## src/rtl/port_autoswitch_pkg.sv

```systemverilog
package port_autoswitch_pkg;
  localparam logic PORT_TP  = 1'b0;
  localparam logic PORT_AUI = 1'b1;

  typedef struct packed {
    logic commit;
    logic toAui;
  } swStrobe_t;
endpackage

```

## src/rtl/port_autoswitch_path.sv

```systemverilog
module port_autoswitch_path
  import port_autoswitch_pkg::*;
#(
  parameter int IDLE_CYCLES = 2
) (
  input  logic      clk,
  input  logic      rst_n,
  input  logic      txActive,
  input  logic      rxActive,
  input  logic      jabber,
  input  logic      unjabDone,
  input  swStrobe_t strobe,
  output logic      portAui,
  output logic      statusAui,
  output logic      frameQuiet,
  output logic      jabBlock
);
  localparam int CW = $clog2(IDLE_CYCLES + 1);
  localparam logic [CW-1:0] IDLE_MAX = CW'(IDLE_CYCLES);

  logic [CW-1:0] idleCnt;
  logic          jabHold;
  logic          portReg;
  logic          statusReg;
  logic          lineBusy;

  assign lineBusy = txActive | rxActive;

  // consecutive idle cycles, saturating
  always_ff @(posedge clk) begin
    if (!rst_n) begin
      idleCnt <= '0;
    end else if (lineBusy) begin
      idleCnt <= '0;
    end else if (idleCnt != IDLE_MAX) begin
      idleCnt <= idleCnt + 1'b1;
    end
  end

  assign frameQuiet = (idleCnt == IDLE_MAX) && !lineBusy;

  // jabber holds until the unjab interval is reported over
  always_ff @(posedge clk) begin
    if (!rst_n) begin
      jabHold <= 1'b0;
    end else if (jabber) begin
      jabHold <= 1'b1;
    end else if (unjabDone) begin
      jabHold <= 1'b0;
    end
  end

  assign jabBlock = jabHold | jabber;

  always_ff @(posedge clk) begin
    if (!rst_n) begin
      portReg   <= PORT_TP;
      statusReg <= PORT_TP;
    end else if (strobe.commit) begin
      portReg   <= strobe.toAui;
      statusReg <= strobe.toAui;
    end
  end

  assign portAui   = portReg;
  assign statusAui = statusReg;

  AST_FRAME_HOLD: assert property (@(posedge clk) disable iff (!rst_n)
    lineBusy |=> $stable(portAui));
  AST_SETTLE_WINDOW: assert property (@(posedge clk) disable iff (!rst_n)
    (idleCnt != IDLE_MAX) |=> $stable(portAui));
  AST_JAB_NO_AUI: assert property (@(posedge clk) disable iff (!rst_n)
    (jabBlock && !portAui) |=> !portAui);
endmodule

```

## src/rtl/port_autoswitch_ctrl.sv

```systemverilog
module port_autoswitch_ctrl
  import port_autoswitch_pkg::*;
(
  input  logic      clk,
  input  logic      rst_n,
  input  logic      autoEn,
  input  logic      manualAui,
  input  logic      speed10,
  input  logic      linkPulse,
  input  logic      linkFail,
  input  logic      frameQuiet,
  input  logic      jabBlock,
  input  logic      portAui,
  output swStrobe_t strobe
);
  logic autoActive;
  logic autoTarget;
  logic targetAui;
  logic pending;
  logic blocked;

  assign autoActive = autoEn & speed10;

  // automatic choice: twisted pair on entry, fail wins over pulses
  always_ff @(posedge clk) begin
    if (!rst_n) begin
      autoTarget <= PORT_TP;
    end else if (!autoActive) begin
      autoTarget <= PORT_TP;
    end else if (linkFail) begin
      autoTarget <= PORT_AUI;
    end else if (linkPulse) begin
      autoTarget <= PORT_TP;
    end
  end

  assign targetAui = autoActive ? autoTarget : manualAui;
  assign pending   = (targetAui != portAui);
  assign blocked   = targetAui & jabBlock;

  always_comb begin
    strobe.commit = pending & frameQuiet & !blocked;
    strobe.toAui  = targetAui;
  end

  AST_AUTO_FAIL: assert property (@(posedge clk) disable iff (!rst_n)
    (autoActive && linkFail) |=> autoTarget);
  AST_AUTO_IGNORES_MANUAL: assert property (@(posedge clk) disable iff (!rst_n)
    (autoActive && !autoTarget && !portAui) |=> !portAui);
  AST_MANUAL_FOLLOW: assert property (@(posedge clk) disable iff (!rst_n)
    (!autoActive && frameQuiet && !jabBlock && (manualAui != portAui))
      |=> (portAui == $past(manualAui)));
endmodule

```

## src/rtl/port_autoswitch.sv

```systemverilog
module port_autoswitch
  import port_autoswitch_pkg::*;
#(
  parameter int IDLE_CYCLES = 2
) (
  input  logic clk,
  input  logic rst_n,
  input  logic autoEn,
  input  logic manualAui,
  input  logic speed10,
  input  logic linkPulse,
  input  logic linkFail,
  input  logic txActive,
  input  logic rxActive,
  input  logic jabber,
  input  logic unjabDone,
  output logic portAui,
  output logic statusAui
);
  swStrobe_t strobe;
  logic      frameQuiet;
  logic      jabBlock;

  port_autoswitch_ctrl u_ctrl (
    .clk        (clk),
    .rst_n      (rst_n),
    .autoEn     (autoEn),
    .manualAui  (manualAui),
    .speed10    (speed10),
    .linkPulse  (linkPulse),
    .linkFail   (linkFail),
    .frameQuiet (frameQuiet),
    .jabBlock   (jabBlock),
    .portAui    (portAui),
    .strobe     (strobe)
  );

  port_autoswitch_path #(.IDLE_CYCLES(IDLE_CYCLES)) u_path (
    .clk        (clk),
    .rst_n      (rst_n),
    .txActive   (txActive),
    .rxActive   (rxActive),
    .jabber     (jabber),
    .unjabDone  (unjabDone),
    .strobe     (strobe),
    .portAui    (portAui),
    .statusAui  (statusAui),
    .frameQuiet (frameQuiet),
    .jabBlock   (jabBlock)
  );

  AST_STATUS_AFTER_COMMIT: assert property (@(posedge clk) disable iff (!rst_n)
    strobe.commit |=> (statusAui == $past(strobe.toAui)));
endmodule

```

## config.mk

```make
export PLATFORM = sky130hd
export DESIGN_NAME = port_autoswitch
export DESIGN_NICKNAME = d
export VERILOG_FILES = /design/src/rtl/port_autoswitch_pkg.sv /design/src/rtl/port_autoswitch_path.sv /design/src/rtl/port_autoswitch_ctrl.sv /design/src/rtl/port_autoswitch.sv
export SDC_FILE = /design/constraint.sdc
export NUM_CORES = 1
export LEC_CHECK = 0
export ABC_AREA = 0
export BUFFER_PORTS_ARGS = -buffer_cell sky130_fd_sc_hd__buf_2
export CAP_MARGIN = 20
export CORE_AREA = 8 8 45 47
export CTS_CLUSTER_DIAMETER = 100
export CTS_CLUSTER_SIZE = 28
export DETAILED_ROUTE_END_ITERATION = 8
export DIE_AREA = 0 0 53 55
export GPL_TIMING_DRIVEN = 0
export PLACE_DENSITY = 0.5
export SLEW_MARGIN = 20
export SYNTH_ARGS = -nofsm -noshare
export SYNTH_HDL_FRONTEND = slang
export SYNTH_SLANG_ARGS = --single-unit
```

## constraint.sdc

```tcl
create_clock -name clk -period 3 [get_ports clk]
set_input_delay 0.15 -clock clk [delete_from_list [all_inputs] [get_ports clk]]
set_output_delay 0.15 -clock clk [all_outputs]
set_load 0.02 [all_outputs]
```

* Word level (Yosys, flattened, before mapping)
Cells that the tools add are included.
** Operators by class
- Reductions and logical operators :: 7
- Bitwise logic cells :: 7
- Muxes and demuxes :: 5
- Equal/unequal tests :: 3
- Add/subtract/negate cells :: 1
** Operators by type and width (count)
- 1-bit 2-to-1 mux :: 5
- 1-bit bitwise AND :: 4
- 2-bit nonzero test :: 2
- 2-bit by 1-bit adder with 2-bit output, second input constant :: 1
- 2-bit == test, second input constant :: 1
- 1-bit logical NOT :: 2
- 2-bit inequality test, second input constant :: 1
- 1-bit bitwise OR :: 2
- 2-bit AND reduction :: 1
- 2-bit OR reduction :: 1
- 1-bit logical AND :: 1
- 1-bit inequality test :: 1
- 1-bit inverter :: 1
** Word-level totals
- Bits of input ports :: 11
- Bits in registers :: 5

* Longest topological paths before layout
- Depth after elaboration :: 5
- Mapped depth :: 5
- Mapped depth without buffers :: 5

* Cells and area by module
A second synthesis with hierarchy kept.
** Second synthesis, totals
- Cells, all modules :: 29
- Area, all modules :: 272.8 µm²
** Modules (own cells, without submodules)
- port_autoswitch_path :: cells each 19, area each 187.7 µm², instances 1, seq. area each 80.1 µm²
- port_autoswitch_ctrl :: cells each 10, area each 85.1 µm², instances 1, seq. area each 20.0 µm²

* Least setup slack after synthesis
No wires, ideal clock.
- Path type :: register -> register
- Start point :: register u_path.idleCnt[0]
- End point :: register u_path.portReg, in the netlist u_path.portAui
- Stages on the path, launching flop included :: 5
- Arrival time :: 0.936 ns
- Data required time :: 2.921 ns
- Period minus slack after synthesis :: 1.016 ns
- Setup time :: 0.079 ns
- Slack :: 1.984 ns
- Path through :: dfxtp_1 inv_1 ha_1 and3_1 a211oi_2
** Between the ends
- Cells in the longest elaborated chain, start to end :: 4
** Ends and longest elaborated chain
- start, declared :: line port_autoswitch_path.sv:21 : logic [CW-1:0] idleCnt;
- start signal, assigned :: line port_autoswitch_path.sv:36 : idleCnt <= idleCnt + 1'b1;
- 2-bit == test :: line port_autoswitch_path.sv:40 : assign frameQuiet = (idleCnt == IDLE_MAX) && !lineBusy;
- 1-bit logical AND :: line port_autoswitch_path.sv:40
- 1-bit bitwise AND (2 in series) :: line port_autoswitch_ctrl.sv:42 : strobe.commit = pending & frameQuiet & !blocked;
- end signal, assigned :: line port_autoswitch_path.sv:60 : portReg <= strobe.toAui;
- end, declared :: line port_autoswitch_path.sv:23 : logic portReg;
Every way passes these cells.
A chain may end at the register's enable or synchronous reset.

* Worst setup path after layout
Ends and elaborated chain as after synthesis.

==> flow_summary.yaml <==
clocking:
  numCtsBuffers: 3
  clock_sinks: 5
  cts_resized: 0
  clkLatencyLatePin_ns: 0.24
  clockBufferDepth: 2
  cts_setup_buffers: 0
  postCtsHoldBufs: 0
  root_buffer: "clkbuf_4"
  cts-htree-levels: 1
  clkTransAtPathRegs_ns: 0.04
  cts_tree: "yes"
die:
  initial_core_util_pct: 16.7
  die_h_um: 55
  rows: 14
  io_pins: 13
  dieArea_mm2: 0.00292
  core-area_mm2: 0.00138
  die_w_um: 53
grt:
  grt_pass1_wl_um: 786
  globalRouteOverflowTotal: 0
  grt_start_max_net_pins: 6
  antenna_found_initial: 0
  grt_usage_pct: 3.99
  grt_pass1_vias: 220
cells_and_area:
  fin_area_um2: 338
  fillCellCount: 154
  diodes: 0
  drive_gt1_share_pct: 38.6
  area_growth_syn_to_layout_pct: 45.9
  final_nets: 57
power:
  vdd_ir_drop_max_mv: 0.108
  leakage_nw: 0.168
  powerDensity_mw_per_mm2: 480
timing:
  relSlewSlack_pct: 86.3
  setup_viol: 0
  tns_ns: 0
  finalMaxSlewViolations: 0
  worst_slack_ns: 1.92
  rsz0062_at_grt: "false"
  whs_ns: 0.138
  worst_pin_slew_ns: 0.203
  layout_min_cycle_time_ns: 1.08
  final.setup_skew_ns: 0.0000938
  hold_violations: 0
  min_period_over_period_pct: 35.9
  max_clock_freq_mhz: 927
logic_synthesis:
  ys.flop_type: "dfxtp_1"
  async_reset_ff_share_pct: 0
  yosysTopAreaCellShare_pct: 43.2
  synth_seq_cells: 5
  ys_seq_area_share_pct: 43.2
  netlist_area_um2: 231
  yosysTopAreaCell: "dfxtp_1"
  postSynthCellCount: 28
  yosys-top-cells-area: "dfxtp_1 (43%), nor2_1 (8.1%), a21oi_1 (6.5%)"
  avgSynthCellArea_um2: 8.27
  synth_edf_count: 0
  yosysUniqueCellTypes: 15
  ys_warn_count: 0
  syn_nets: 40
status:
  outcome: "completed"
place:
  port_buffers: 12
  placed_area_um2: 312
  place_ws_ns: 1.92
  routabilityCongestion: 0.664
critical_path:
  worstSetupEndpoint: "u_path.portAui$_SDFFE_PN0P_"
  crit_required_ns: 3.16
  cp-startpoint: "u_path.idleCnt[0]$_SDFFE_PP0P_"
  worst_path_max_delay_cell: "dfxtp_1"
  worstPathMaxFanout: 5
  cp-start-kind: "register"
  r2r_start: "u_path.idleCnt[0]$_SDFFE_PP0P_"
  r2r_end: "u_path.portAui$_SDFFE_PN0P_"
  cp.arrival_ns: 1.24
  cp-end-kind: "register"
  crit_type: "reg -> reg"
  reg2regPathDepth: 4
  max_stage_delay_ns: 0.34
  rrSetupSlack_ns: 1.92
  crit_chain: "inv_1 > ha_1 > and3_1 > a211oi_2"
route:
  vias: 227
  drt_pass1_iterations: 1
  drc_errors: 0
  viasPerCell: 3.78
  ant_nets: 0
  wl_um: 512
  drt-initial-drc-count: 0
  wire_per_inst_um: 8.53
run:
  max-cap-violations: 0
min_path:
  holdCritPathClass: "in -> reg"
  hold_depth: 2
-- cell usage after synthesis, types with 2 or more instances --
cell type and instances:
dfxtp_1 5, nor2_1 5, inv_1 2, a21oi_1 3, nand2_1 3
-- cells in the final DEF (no fill, tap or decap), drive strengths merged --
cell type  count
a21oi          3
xor2           1
o21a           1
dfxtp          5
a211oi         1
nor2b          1
ha             1
buf           13
nor2           5
nand2          3
o21ai          1
inv            2
clkbuf         4
nand3          1
nor3b          1
and3           1
-- worst min-delay path by stage --
| stage | startpoint | endpoint | slack (ns) |
|---|---|---|---|
| after floorplan | rst_n | u_path.jabHold$_SDFFE_PN0P_ | 0.27 |
| after global placement | jabber | u_path.jabHold$_SDFFE_PN0P_ | 0.38 |
| after detailed placement | jabber | u_path.jabHold$_SDFFE_PN0P_ | 0.39 |
| after CTS | jabber | u_path.jabHold$_SDFFE_PN0P_ | 0.13 |
| after global routing | jabber | u_path.jabHold$_SDFFE_PN0P_ | 0.14 |
| final | jabber | u_path.jabHold$_SDFFE_PN0P_ | 0.14 |
-- power breakdown --
group	total [mW]	switching, mW	internal [mW]
clock	0.0779	0.0276	0.0503
sequential	0.0697	0.000947	0.0687
combinational	0.0147	0.00647	0.00820
total	0.162	0.0350	0.127
-- routing by layer --
| metal | GRT usage [%] | vias to the layer above | share of wire [%] |
|---|---|---|---|
| met2 | 5.27 | 11 | 37 |
| met5 | 0 | - | 0 |
| met3 | 3.21 | 2 | 18 |
| li1 | - | 124 | - |
| met4 | 5.17 | 0 | 3.3 |
| met1 | 3.34 | 90 | 42 |
-- critical path, delay by kind of cell, from the launching register on --
| kind | cells | cell delay [ns] |
|---|---|---|
| AOI/OAI and AO/OA | 1 | 0.20 |
| adders and majority gates | 1 | 0.25 |
| and+or+nand+nor | 1 | 0.17 |
| DFF | 1 | 0.34 |
| buffers and inverters | 1 | 0.05 |
-- through the flow --
| step | total power [mW] | util [%] | cells |
|---|---|---|---|
| 6_report | 0.162 | 24.4 | 60 |
| 5_1_grt | 0.173 | 24.4 | 60 |
| 4_1_cts | 0.166 | 24.4 | 60 |
| 3_5_place_dp | 0.0858 | 22.5 | 56 |
| 3_3_place_gp | 0.0855 | 22.5 | 56 |
| 2_1_floorplan | 0.0775 | - | 28 |
-- kinds of logic after synthesis --
| group | share of synthesized area, % |
|---|---|
| simple gates | 23.8 |
| compound gates | 17.3 |
| flops | 43.2 |
| buf+inv | 6.49 |
| xor+xnor | 3.78 |
| fa+ha+maj | 5.40 |
-- area by class of cell --
type	count	area [um^2]	share of cell area, %
Sequential cell	5	100	29.6
Inverter	2	7.51	2.22
Multi-Input combinational cell	20	116	34.4
Clock buffer	4	26.3	7.78
Timing Repair Buffer	12	60.1	17.8
Tap cell	16	20.0	5.93
Buffer	1	7.51	2.22
-- state kept, by name, summed over array words and instances, names as in the netlist --
| register | cells |
|---|---|
| u_path.idleCnt | 2 |
| u_path.jabHold | 1 |
| u_path.portAui | 1 |
| u_ctrl.autoTarget | 1 |
Note: power is estimated with default switching activity, not from simulation.
